--- src/rtl/mdrop_pkg.sv ---
package mdrop_pkg;
  typedef enum logic [1:0] {
    DIR_IDLE = 2'd0,
    DIR_SEND = 2'd1,
    DIR_HOLD = 2'd2
  } dir_state_t;
endpackage

--- src/rtl/mdrop_dir_ctrl.sv ---
module mdrop_dir_ctrl
  import mdrop_pkg::*;
#(
  parameter int TURN_W = 8
) (
  input  logic              clk,
  input  logic              rst_n,
  input  logic              auto_dir_en,
  input  logic              tx_busy,
  input  logic              tx_empty,
  input  logic              bit_tick,
  input  logic [TURN_W-1:0] turn_cnt,
  output logic              auto_rts
);
  localparam int CNT_W = TURN_W + 1;

  dir_state_t       state_q, state_nxt;
  logic [CNT_W-1:0] cnt_q, cnt_nxt, cnt_inc;
  logic             tx_active, tx_done, turn_zero;

  assign tx_active = tx_busy || !tx_empty;
  assign tx_done   = !tx_busy && tx_empty;
  assign turn_zero = (turn_cnt == '0);
  assign cnt_inc   = cnt_q + CNT_W'(1);

  always_comb begin
    state_nxt = state_q;
    cnt_nxt   = cnt_q;
    if (!auto_dir_en) begin
      state_nxt = DIR_IDLE;
      cnt_nxt   = '0;
    end else begin
      unique case (state_q)
        DIR_IDLE: begin
          if (tx_busy) state_nxt = DIR_SEND;
        end
        DIR_SEND: begin
          if (tx_done) begin
            cnt_nxt   = '0;
            state_nxt = turn_zero ? DIR_IDLE : DIR_HOLD;
          end
        end
        DIR_HOLD: begin
          if (tx_active) begin
            state_nxt = DIR_SEND;
            cnt_nxt   = '0;
          end else if (turn_zero) begin
            state_nxt = DIR_IDLE;
          end else if (bit_tick) begin
            if (cnt_inc >= {1'b0, turn_cnt}) begin
              state_nxt = DIR_IDLE;
              cnt_nxt   = '0;
            end else begin
              cnt_nxt = cnt_inc;
            end
          end
        end
        default: state_nxt = DIR_IDLE;
      endcase
    end
  end

  always_ff @(posedge clk or negedge rst_n) begin
    if (!rst_n) begin
      state_q <= DIR_IDLE;
      cnt_q   <= '0;
    end else begin
      state_q <= state_nxt;
      cnt_q   <= cnt_nxt;
    end
  end

  assign auto_rts = (state_q != DIR_IDLE);
endmodule

--- src/rtl/mdrop_addr_filt.sv ---
module mdrop_addr_filt #(
  parameter int DATA_W = 8
) (
  input  logic              clk,
  input  logic              rst_n,
  input  logic              filt_en,
  input  logic [DATA_W-1:0] node_addr,
  input  logic              rx_valid,
  input  logic [DATA_W-1:0] rx_byte,
  input  logic              rx_is_addr,
  output logic              rx_accept
);
  logic match_q, match_nxt, hit, acc;

  assign hit = (rx_byte == node_addr);

  always_comb begin
    match_nxt = match_q;
    acc       = 1'b0;
    if (!filt_en) begin
      match_nxt = 1'b0;
      acc       = rx_valid;
    end else if (rx_valid) begin
      if (rx_is_addr) begin
        match_nxt = hit;
        acc       = hit;
      end else begin
        acc = match_q;
      end
    end
  end

  always_ff @(posedge clk or negedge rst_n) begin
    if (!rst_n) match_q <= 1'b0;
    else        match_q <= match_nxt;
  end

  assign rx_accept = acc;
endmodule

--- src/rtl/mdrop_link_ctrl.sv ---
module mdrop_link_ctrl #(
  parameter int TURN_W      = 8,
  parameter int DATA_W      = 8,
  parameter bit RTS_ACT_LOW = 1'b0
) (
  input  logic              clk,
  input  logic              rst_n,
  input  logic              auto_dir_en,
  input  logic              man_rts,
  input  logic              fc_en,
  input  logic              fc_rts,
  input  logic              tx_busy,
  input  logic              tx_empty,
  input  logic              bit_tick,
  input  logic [TURN_W-1:0] turn_cnt,
  input  logic              filt_en,
  input  logic [DATA_W-1:0] node_addr,
  input  logic              rx_valid,
  input  logic [DATA_W-1:0] rx_byte,
  input  logic              rx_is_addr,
  output logic              rts_o,
  output logic              rx_accept
);
  logic auto_rts, rts_act;

  mdrop_dir_ctrl #(.TURN_W(TURN_W)) u_dir (
    .clk(clk), .rst_n(rst_n), .auto_dir_en(auto_dir_en),
    .tx_busy(tx_busy), .tx_empty(tx_empty), .bit_tick(bit_tick),
    .turn_cnt(turn_cnt), .auto_rts(auto_rts)
  );

  mdrop_addr_filt #(.DATA_W(DATA_W)) u_filt (
    .clk(clk), .rst_n(rst_n), .filt_en(filt_en), .node_addr(node_addr),
    .rx_valid(rx_valid), .rx_byte(rx_byte), .rx_is_addr(rx_is_addr),
    .rx_accept(rx_accept)
  );

  // Source priority: automatic direction, then flow control, then software bit.
  always_comb begin
    if (auto_dir_en) rts_act = auto_rts;
    else if (fc_en)  rts_act = fc_rts;
    else             rts_act = man_rts;
  end

  generate
    if (RTS_ACT_LOW) begin : g_pol_low
      assign rts_o = ~rts_act;
    end else begin : g_pol_high
      assign rts_o = rts_act;
    end
  endgenerate
endmodule

--- config.mk ---
export PLATFORM = sky130hd
export DESIGN_NAME = mdrop_link_ctrl
export DESIGN_NICKNAME = d
export VERILOG_FILES = /design/src/rtl/mdrop_pkg.sv /design/src/rtl/mdrop_dir_ctrl.sv /design/src/rtl/mdrop_addr_filt.sv /design/src/rtl/mdrop_link_ctrl.sv
export SDC_FILE = /design/constraint.sdc
export NUM_CORES = 1
export LEC_CHECK = 0
export BUFFER_PORTS_ARGS = -buffer_cell sky130_fd_sc_hd__buf_2
export CAP_MARGIN = 15
export CORE_UTILIZATION = 55
export CTS_BUF_LIST = sky130_fd_sc_hd__clkbuf_4 sky130_fd_sc_hd__clkbuf_8
export DETAILED_ROUTE_END_ITERATION = 7
export PLACE_DENSITY = 0.95
export SYNTH_ARGS = -nofsm -noshare
export SYNTH_HDL_FRONTEND = slang
export SYNTH_SLANG_ARGS = --single-unit
--- constraint.sdc ---
create_clock -name clk -period 3.9 [get_ports clk]
set_clock_uncertainty 0.1 [all_clocks]
set_input_delay 0.39 -clock clk [delete_from_list [all_inputs] [get_ports clk]]
set_output_delay 0.39 -clock clk [all_outputs]
set_load 0.005 [all_outputs]
==> results of run 1 <==
[routing by layer]
metal | share of wire [%] | global-route usage [%] | wire (um)
met3 | 7.2 | 4.365 | 185
met4 | 1.3 | 14.71 | 34
met2 | 50 | 46.76 | 1277
met1 | 42 | 30.77 | 1079
met5 | 0 | 0 | 0
[synth_stat cells]
| master | n |
|---|---|
| sky130_fd_sc_hd__a211oi_1 | 3 |
| sky130_fd_sc_hd__a21boi_0 | 1 |
| sky130_fd_sc_hd__a21oi_1 | 3 |
| sky130_fd_sc_hd__a22o_2 | 4 |
| sky130_fd_sc_hd__a31oi_1 | 2 |
| sky130_fd_sc_hd__a32o_1 | 1 |
| sky130_fd_sc_hd__and2_1 | 1 |
| sky130_fd_sc_hd__and2b_1 | 1 |
| sky130_fd_sc_hd__and3_1 | 1 |
| sky130_fd_sc_hd__and3b_1 | 1 |
| sky130_fd_sc_hd__and3b_2 | 1 |
| sky130_fd_sc_hd__clkbuf_8 | 1 |
| sky130_fd_sc_hd__dfrtp_1 | 12 |
| sky130_fd_sc_hd__ha_1 | 9 |
| sky130_fd_sc_hd__inv_1 | 11 |
| sky130_fd_sc_hd__mux2_2 | 1 |
| sky130_fd_sc_hd__nand2_1 | 11 |
| sky130_fd_sc_hd__nand2b_1 | 1 |
| sky130_fd_sc_hd__nand3_1 | 4 |
| sky130_fd_sc_hd__nand4_1 | 1 |
| sky130_fd_sc_hd__nor2_1 | 5 |
| sky130_fd_sc_hd__nor2b_1 | 8 |
| sky130_fd_sc_hd__nor3_1 | 2 |
| sky130_fd_sc_hd__nor4_1 | 2 |
| sky130_fd_sc_hd__nor4b_2 | 1 |
| sky130_fd_sc_hd__o211a_1 | 1 |
| sky130_fd_sc_hd__o211ai_1 | 1 |
| sky130_fd_sc_hd__o211ai_2 | 1 |
| sky130_fd_sc_hd__o21a_1 | 1 |
| sky130_fd_sc_hd__o21a_4 | 1 |
| sky130_fd_sc_hd__o21ai_0 | 6 |
| sky130_fd_sc_hd__o221ai_1 | 2 |
| sky130_fd_sc_hd__o31a_1 | 1 |
| sky130_fd_sc_hd__o41ai_1 | 1 |
| sky130_fd_sc_hd__or2_2 | 2 |
| sky130_fd_sc_hd__or4_1 | 1 |
| sky130_fd_sc_hd__or4_4 | 1 |
| sky130_fd_sc_hd__xnor2_1 | 2 |
| sky130_fd_sc_hd__xor2_1 | 10 |
[flip-flops by register name (all words and copies together) (netlist names)]
signal          count
u_dir.cnt_q         9
u_dir.state_q       2
u_filt.match_q      1
[per-stage QoR]
step | instances | total power [mW] | hold slack (ps) | area, sq um
6_report | 185 | 0.2809 | 196.2 | 1309
5_1_grt | 185 | 0.2947 | 200.1 | 1309
4_1_cts | 185 | 0.2821 | 194.9 | 1309
3_5_place_dp | 180 | 0.1814 | 177.2 | 1262
3_3_place_gp | 180 | 0.1784 | 172.5 | 1262
2_1_floorplan | 119 | 0.1536 | -5.591 | 1060
[worst max-delay path, cell delays in order (launching register included)]
cell                       delay, ps
sky130_fd_sc_hd__dfrtp_1         430
sky130_fd_sc_hd__ha_1            250
sky130_fd_sc_hd__nand3_1         160
sky130_fd_sc_hd__inv_1            60
sky130_fd_sc_hd__nand3_1          90
sky130_fd_sc_hd__xor2_1          240
sky130_fd_sc_hd__inv_1            70
sky130_fd_sc_hd__ha_1            300
sky130_fd_sc_hd__a211oi_1        250
sky130_fd_sc_hd__nand2_1         100
sky130_fd_sc_hd__a31oi_1         330
sky130_fd_sc_hd__o211ai_1        180
sky130_fd_sc_hd__o41ai_1         270
[worst max path at each step]
stage / slack (ps) / from / end / cells past startpoint
after floorplan: 1400 / u_dir.cnt_q[0] / u_dir.cnt_q[6] / 12
after global placement: 1260 / u_dir.cnt_q[0] / u_dir.cnt_q[6] / 12
after detailed placement: 1060 / u_dir.cnt_q[0] / u_dir.cnt_q[6] / 12
after CTS: 1020 / u_dir.cnt_q[0] / u_dir.cnt_q[6] / 12
after global routing: 730 / u_dir.cnt_q[0] / u_dir.cnt_q[6] / 12
final: 980 / u_dir.cnt_q[0] / u_dir.cnt_q[6] / 12
[layout make-up]
| type | count | area (sq um) | area share, % |
|---|---|---|---|
| inverters | 11 | 41.29 | 3.155 |
| flip-flops and latches | 12 | 300.3 | 22.94 |
| repair buffers | 38 | 195.2 | 14.91 |
| multi-input cells | 95 | 704.4 | 53.82 |
| well taps | 25 | 31.28 | 2.390 |
| clock buffers | 4 | 36.28 | 2.772 |
[power by group through the flow]
stage	logic (mW)	clock network [mW]	registers [mW]
final	0.0528	0.101	0.127
after global routing	0.0582	0.109	0.128
after CTS	0.0527	0.102	0.127
after detailed placement	0.0518	0	0.130
after global placement	0.0488	0	0.130
after floorplan	0.0243	0	0.129
[logic make-up (layout without fill, tap and decap cells)]
logic type      after synthesis  after routing  synth area share, %
simple gates                 44             44                23.61
compound gates               29             29                21.25
xor+xnor                     12             12                9.917
flops                        12             12                28.34
buf+inv                      12             53                5.195
fa+ha+maj                     9              9                10.63
mux                           1              1                1.062
==> results.rst, run 1 <==
.. list-table::
   :header-rows: 1

   * - Metric
     - Value
   * - Area inside the core boundary
     - 1764 sq um
   * - Clock sink total
     - 12
   * - End point of the worst hold path
     - u_filt.match_q
   * - Setup-violating endpoint count in the final report
     - 0
   * - Net Count, Synth
     - about 160
   * - Yosys warning total
     - 0
   * - RSZ-0062 raised after global routing
     - no
   * - Syn Inst Count
     - roughly 120
   * - Number of cells upsized or downsized after cts
     - 0
   * - Area share of the largest cell type after synthesis
     - 28.34%
   * - Largest area contributor in the netlist
     - sky130_fd_sc_hd__dfrtp_1
   * - Total detailed-routing wirelength
     - ~2.6 mm
   * - RR Startpoint
     - u_dir.cnt_q[0]
   * - Number of max-slew violations in the final report
     - 0
   * - CTS tree
     - built
   * - Number of vias in the routed layout
     - about 1100
   * - Most common cell after layout, fill and taps aside
     - sky130_fd_sc_hd__buf_2
   * - Row count
     - 15
   * - Total congestion overflow after global routing
     - 0
   * - Root Buffer Master
     - sky130_fd_sc_hd__clkbuf_4
   * - Setup slack on the worst flop-to-flop path
     - around 980 ps
   * - Clock latency reported for the late side of the worst-skew pair
     - 280 ps
   * - Most used cells in the layout excluding fill and tap cells
     - sky130_fd_sc_hd__buf_2, sky130_fd_sc_hd__dfrtp_1, sky130_fd_sc_hd__inv_1, sky130_fd_sc_hd__nand2_1, sky130_fd_sc_hd__xor2_1
   * - Hold buffer count at cts
     - 1
   * - Fraction of final layout cells sized beyond drive strength 1
     - between 30 and 40%
   * - Dpl ws
     - 1056 ps
   * - Worst Path Required
     - approximately 4000 ps
   * - Length in cells of the worst reg-to-reg path
     - 12
   * - Worst hold path depth
     - 2
   * - Relative contribution of sequential cells to total power
     - a little under half
   * - Worst IR drop on VDD
     - approximately 0.17 mV
   * - Normalized max-slew margin
     - between 60 and 70%
   * - Reported net switching power
     - slightly above 0.07 mW
   * - Final total negative setup slack
     - 0 ps
   * - Actual transition at the worst max-transition pin
     - 455.8 ps
   * - Die ar.
     - 2106 sq um
   * - Count of unique library cells instantiated by Yosys
     - 39
   * - Antenna diode instance count
     - 0
   * - Maximum buffer depth of the clock tree
     - 2
   * - Overall global routing resource usage
     - about 27%
   * - Post-route fraction of the period consumed by the critical path
     - 74.89%
   * - Post-synthesis instance area
     - 1060 sq um
   * - Chip width
     - 45.90 um
   * - First DRT Iteration DRCs
     - 30
   * - Top achievable clock speed
     - 342.4 MHz
   * - Final number of hold-violating endpoints
     - 0
   * - Critical hold path startpoint
     - rx_valid
   * - DRT antenna net count
     - 0
   * - Cts bufs inserted
     - 3
   * - Crit path kind
     - reg -> reg
   * - Iteration count of the initial detailed-routing pass
     - 4
   * - Wire length of the first global-routing pass
     - just under 4 mm
   * - Post-CTS setup buffer count
     - 0
   * - Total power per unit cell area
     - 214.6 nW/um^2
   * - Total leakage power
     - slightly above 0.7 nW
   * - Largest net degree at the start of global routing
     - 13
   * - Reg clk slew, reported paths
     - approximately 80 ps
   * - Class of the worst hold path
     - in -> reg
   * - Avg WL per Cell
     - approximately 14 um
   * - Maximum fanout count along the critical path
     - 5
   * - Internal Dissipation
     - 0.2092 mW
   * - Dominant cells by area after synthesis
     - sky130_fd_sc_hd__dfrtp_1, sky130_fd_sc_hd__ha_1, sky130_fd_sc_hd__xor2_1
   * - Number of buffers added on ports
     - 37
   * - Post-route worst setup slack
     - between 900 and 1000 ps
   * - Clock network fraction of design power
     - roughly 36%
   * - Startpoint type of the worst setup path
     - flop
   * - Initial antenna violation count
     - 0
   * - Number of flip-flops and latches in the synthesized netlist
     - 12
   * - DRC violation count after routing
     - 0
   * - Final critical-path required period
     - 2921 ps
   * - Layout fillers
     - about 150
   * - RD Place Congestion
     - around 0.91
   * - Mapped Avg Cell Area
     - between 8 and 9 sq um
   * - Core occupancy in the finished layout
     - approximately 74%
   * - Y dimension of the die
     - around 46 um
   * - CTS H-tree lvls
     - 1
   * - Hpwl dp
     - approximately 2.1 mm
   * - Routed via count divided by cell count
     - roughly 5.8
   * - Syn-to-layout area delta
     - 23.50%
   * - Number of ports placed on the die boundary
     - 38
   * - Switching power as a share of total power
     - 25.52%
   * - # Max-Cap Violations
     - 0
   * - Terminus of the critical flop-to-flop path
     - u_dir.cnt_q[6]
   * - Worst Setup End Kind
     - flop
   * - Outcome
     - completed
   * - Number of global-route vias before repair
     - 970
   * - Sequential cell area fraction in the yosys report
     - between 20 and 30%
   * - Combinational cell fraction of total power
     - a little under a fifth
   * - Endpoint arrival time on the critical path
     - 2990 ps
   * - Effective utilization at floorplan
     - 60.07%
   * - Number of nets in the layout
     - a little over 200
(Power assumes the default switching activity.)
==> inputs of run 2 (changes only) <==
CORE_UTILIZATION = 46   (was 55)
PLACE_DENSITY = 0.87   (was 0.95)
clock period = 2.6 ns   (was 3.9 ns; I/O delays follow)
==> run 2 against run 1 <==
Effect of this change: design area grew 12%; register-to-register slack got worse by 1000 ps; the flow now finishes with violations (negative setup slack); count of clock-buffer cells in the layout is the same; first-iteration DRC count shrank 20%; fmax increased by 11%; critical path depth unchanged; global-route usage is 6.5 points lower; sequential share of layout area down 2.3 points; worst setup slack got worse by 1000 ps; clock power is 52% higher; non-clock buffer count grew 10.
==> results.rst, run 2 (same netlist as run 1, synthesis figures left out) <==
.. list-table::
   :header-rows: 1

   * - Metric
     - Value
   * - Worst IR drop on VDD
     - around 0.20 mV
   * - CTS H-tree lvls
     - 1
   * - Iteration count of the initial detailed-routing pass
     - 5
   * - Setup slack on the worst flop-to-flop path
     - -40 ps
   * - Cell count along the critical path
     - 12
   * - Largest registers in the final layout
     - u_dir.cnt_q x9, u_dir.state_q x2, u_filt.match_q x1
   * - Final number of hold-violating endpoints
     - 0
   * - First DRT Iteration DRCs
     - 24
   * - Hpwl dp
     - between 1.5 and 2 mm
   * - Total congestion overflow after global routing
     - 0
   * - Layout fillers
     - 156
   * - Terminus of the critical flop-to-flop path
     - u_dir.cnt_q[6]
   * - Routed via count divided by cell count
     - between 5 and 6
   * - Number of nets in the layout
     - approximately 220
   * - Number of vias in the routed layout
     - between 1000 and 1500
   * - Root Buffer Master
     - sky130_fd_sc_hd__clkbuf_4
   * - Fraction of final layout cells sized beyond drive strength 1
     - a little under half
   * - Outcome
     - finished, violations left
   * - Worst Setup End Kind
     - flop
   * - Peak per-stage delay on the critical path
     - 440 ps
   * - Overall global routing resource usage
     - 20.28%
   * - DRT antenna net count
     - 0
   * - Cts bufs inserted
     - 3
   * - Initial antenna violation count
     - 0
   * - Most used cells in the layout excluding fill and tap cells
     - sky130_fd_sc_hd__buf_2, sky130_fd_sc_hd__nand2_1, sky130_fd_sc_hd__inv_1, sky130_fd_sc_hd__buf_4, sky130_fd_sc_hd__dfrtp_1
   * - Largest net degree at the start of global routing
     - 13
   * - Critical-path cell with the highest stage delay
     - sky130_fd_sc_hd__dfrtp_1
   * - Y dimension of the die
     - around 50 um
   * - Final critical-path required period
     - between 2000 and 3000 ps
   * - Length in cells of the worst reg-to-reg path
     - 12
   * - Antenna diode instance count
     - 0
   * - Number of max-slew violations in the final report
     - 0
   * - Biggest register
     - u_dir.cnt_q
   * - RR Startpoint
     - u_dir.cnt_q[1]
   * - Critical hold path startpoint
     - rx_valid
   * - Chip width
     - 50 um
   * - Worst Path Required
     - around 2700 ps
   * - Area inside the core boundary
     - about 2200 sq um
   * - Startpoint type of the worst setup path
     - flop
   * - Largest register FFs
     - 9
   * - Die ar.
     - ~2500 sq um
   * - Number of buffers added on ports
     - 37
   * - Number of global-route vias before repair
     - between 900 and 1000
   * - Endpoint arrival time on the critical path
     - between 2000 and 3000 ps
   * - Effective utilization at floorplan
     - roughly half
   * - Filler-free cell count of the finished design
     - ~200
   * - Clock sink total
     - 12
   * - CTS tree
     - built
   * - DRC violation count after routing
     - 0
   * - Avg WL per Cell
     - approximately 15 um
   * - Setup-violating endpoint count in the final report
     - 1
   * - Post-route worst setup slack
     - -41.68 ps
   * - Number of ports placed on the die boundary
     - 38
   * - Number of buffer and inverter instances along the worst setup path
     - 2
   * - Dpl ws
     - -97.54 ps
   * - Kind of cell adding the most delay to the critical path
     - compound AO/OA/AOI/OAI gates
   * - Normalized max-slew margin
     - between 70% and 80%
   * - Maximum buffer depth of the clock tree
     - 2
   * - Clock latency reported for the late side of the worst-skew pair
     - ~290 ps
   * - Total detailed-routing wirelength
     - 3.021 mm
   * - Total power per unit cell area
     - approximately 300 nW/um^2
   * - Top achievable clock speed
     - 378.5 MHz
   * - Reg clk slew, reported paths
     - around 80 ps
   * - Failing checks
     - negative setup slack
   * - # Max-Cap Violations
     - 0
   * - Actual transition at the worst max-transition pin
     - 439.0 ps
   * - Crit path kind
     - reg -> reg
   * - Wire length of the first global-routing pass
     - approximately 4 mm
   * - Syn-to-layout area delta
     - 38.25%
   * - DP Cell Count
     - approximately 190
   * - Total leakage power
     - roughly 0.76 nW
   * - Class of the worst hold path
     - in -> reg
   * - Row count
     - 17
   * - Maximum fanout count along the critical path
     - 3
   * - Cell breakdown of the critical path
     - ha_4 > nand3_2 > inv_2 > nand3_2 > xor2_2 > inv_1 > ha_4 > a211oi_2 > nand2_1 > a31oi_2 > o211ai_1 > o41ai_2
   * - End point of the worst hold path
     - u_filt.match_q
   * - Post-route fraction of the period consumed by the critical path
     - 101.6%
   * - Worst hold path depth
     - 2
   * - RD Place Congestion
     - between 0.9 and 1
   * - Most common cell after layout, fill and taps aside
     - sky130_fd_sc_hd__buf_2
==> run 2: changes by cell type in the layout (fill, tap and decap cells not counted), sizes merged <==
cell,before,now
buf,37,47
==> run 2: layout make-up <==
type	count	area, sq um	share of cell area (%)
Multi-Input combinational cell	95	779.5	53.20
Sequential cell	12	302.8	20.67
Timing Repair Buffer	48	270.3	18.45
Inverter	11	41.29	2.818
Clock buffer	4	36.28	2.477
Tap cell	28	35.03	2.391
==> run 2: stage by stage <==
step                hold WS (ps)  TNS (ps)  util (%)  instance area [sq um]  total power, mW
global placement           53.33    -36.97     58.82                   1289           0.2680
detailed placement         60.00    -145.6     58.82                   1289           0.2726
finish                     54.94    -41.68     66.88                   1465           0.4289
CTS                        68.94         0     60.99                   1336           0.4202
floorplan                 -135.6         0         -                   1060           0.2303
global route               54.23    -308.7     66.88                   1465           0.4515
==> run 2: where the power goes <==
group / internal [mW] / switching (mW)
combinational: 0.0423 / 0.0413
sequential: 0.189 / 0.00203
clock: 0.0855 / 0.0690
==> run 2: worst register-to-register path, delay by kind of cell (launching register included) <==
family | cells | cell delay [ps]
buffers and inverters | 2 | 160
AOI/OAI and AO/OA | 4 | 950
and+or+nand+nor | 3 | 280
DFF | 1 | 440
xor gates and xnor gates | 1 | 210
adders and majority gates | 2 | 400
==> run 2: routing by layer <==
layer	part of all wire [%]	vias up	GRT usage [%]
li1	-	531	-
met1	39	502	24.10
met2	51	62	36.22
met3	6.6	12	3.395
met4	2.9	0	6.667
met5	0	-	0
==> run 2: worst max path at each step <==
stage | startpoint | to
finish | u_dir.cnt_q[1] | u_dir.cnt_q[6]
global route | u_dir.cnt_q[1] | u_dir.cnt_q[6]
CTS | u_dir.cnt_q[0] | u_dir.cnt_q[0]
detailed placement | u_dir.cnt_q[0] | u_dir.cnt_q[6]
global placement | u_dir.cnt_q[0] | u_dir.cnt_q[6]
floorplan | u_dir.cnt_q[0] | u_dir.cnt_q[6]
==> run 2: timing repair <==
action                     CTS  global route
setup buffers                0             7
setup endpoints to repair    3             9
hold endpoints to repair    12             0
hold buffers                 1             0
resized for setup            2            16
pin swaps                    0             8
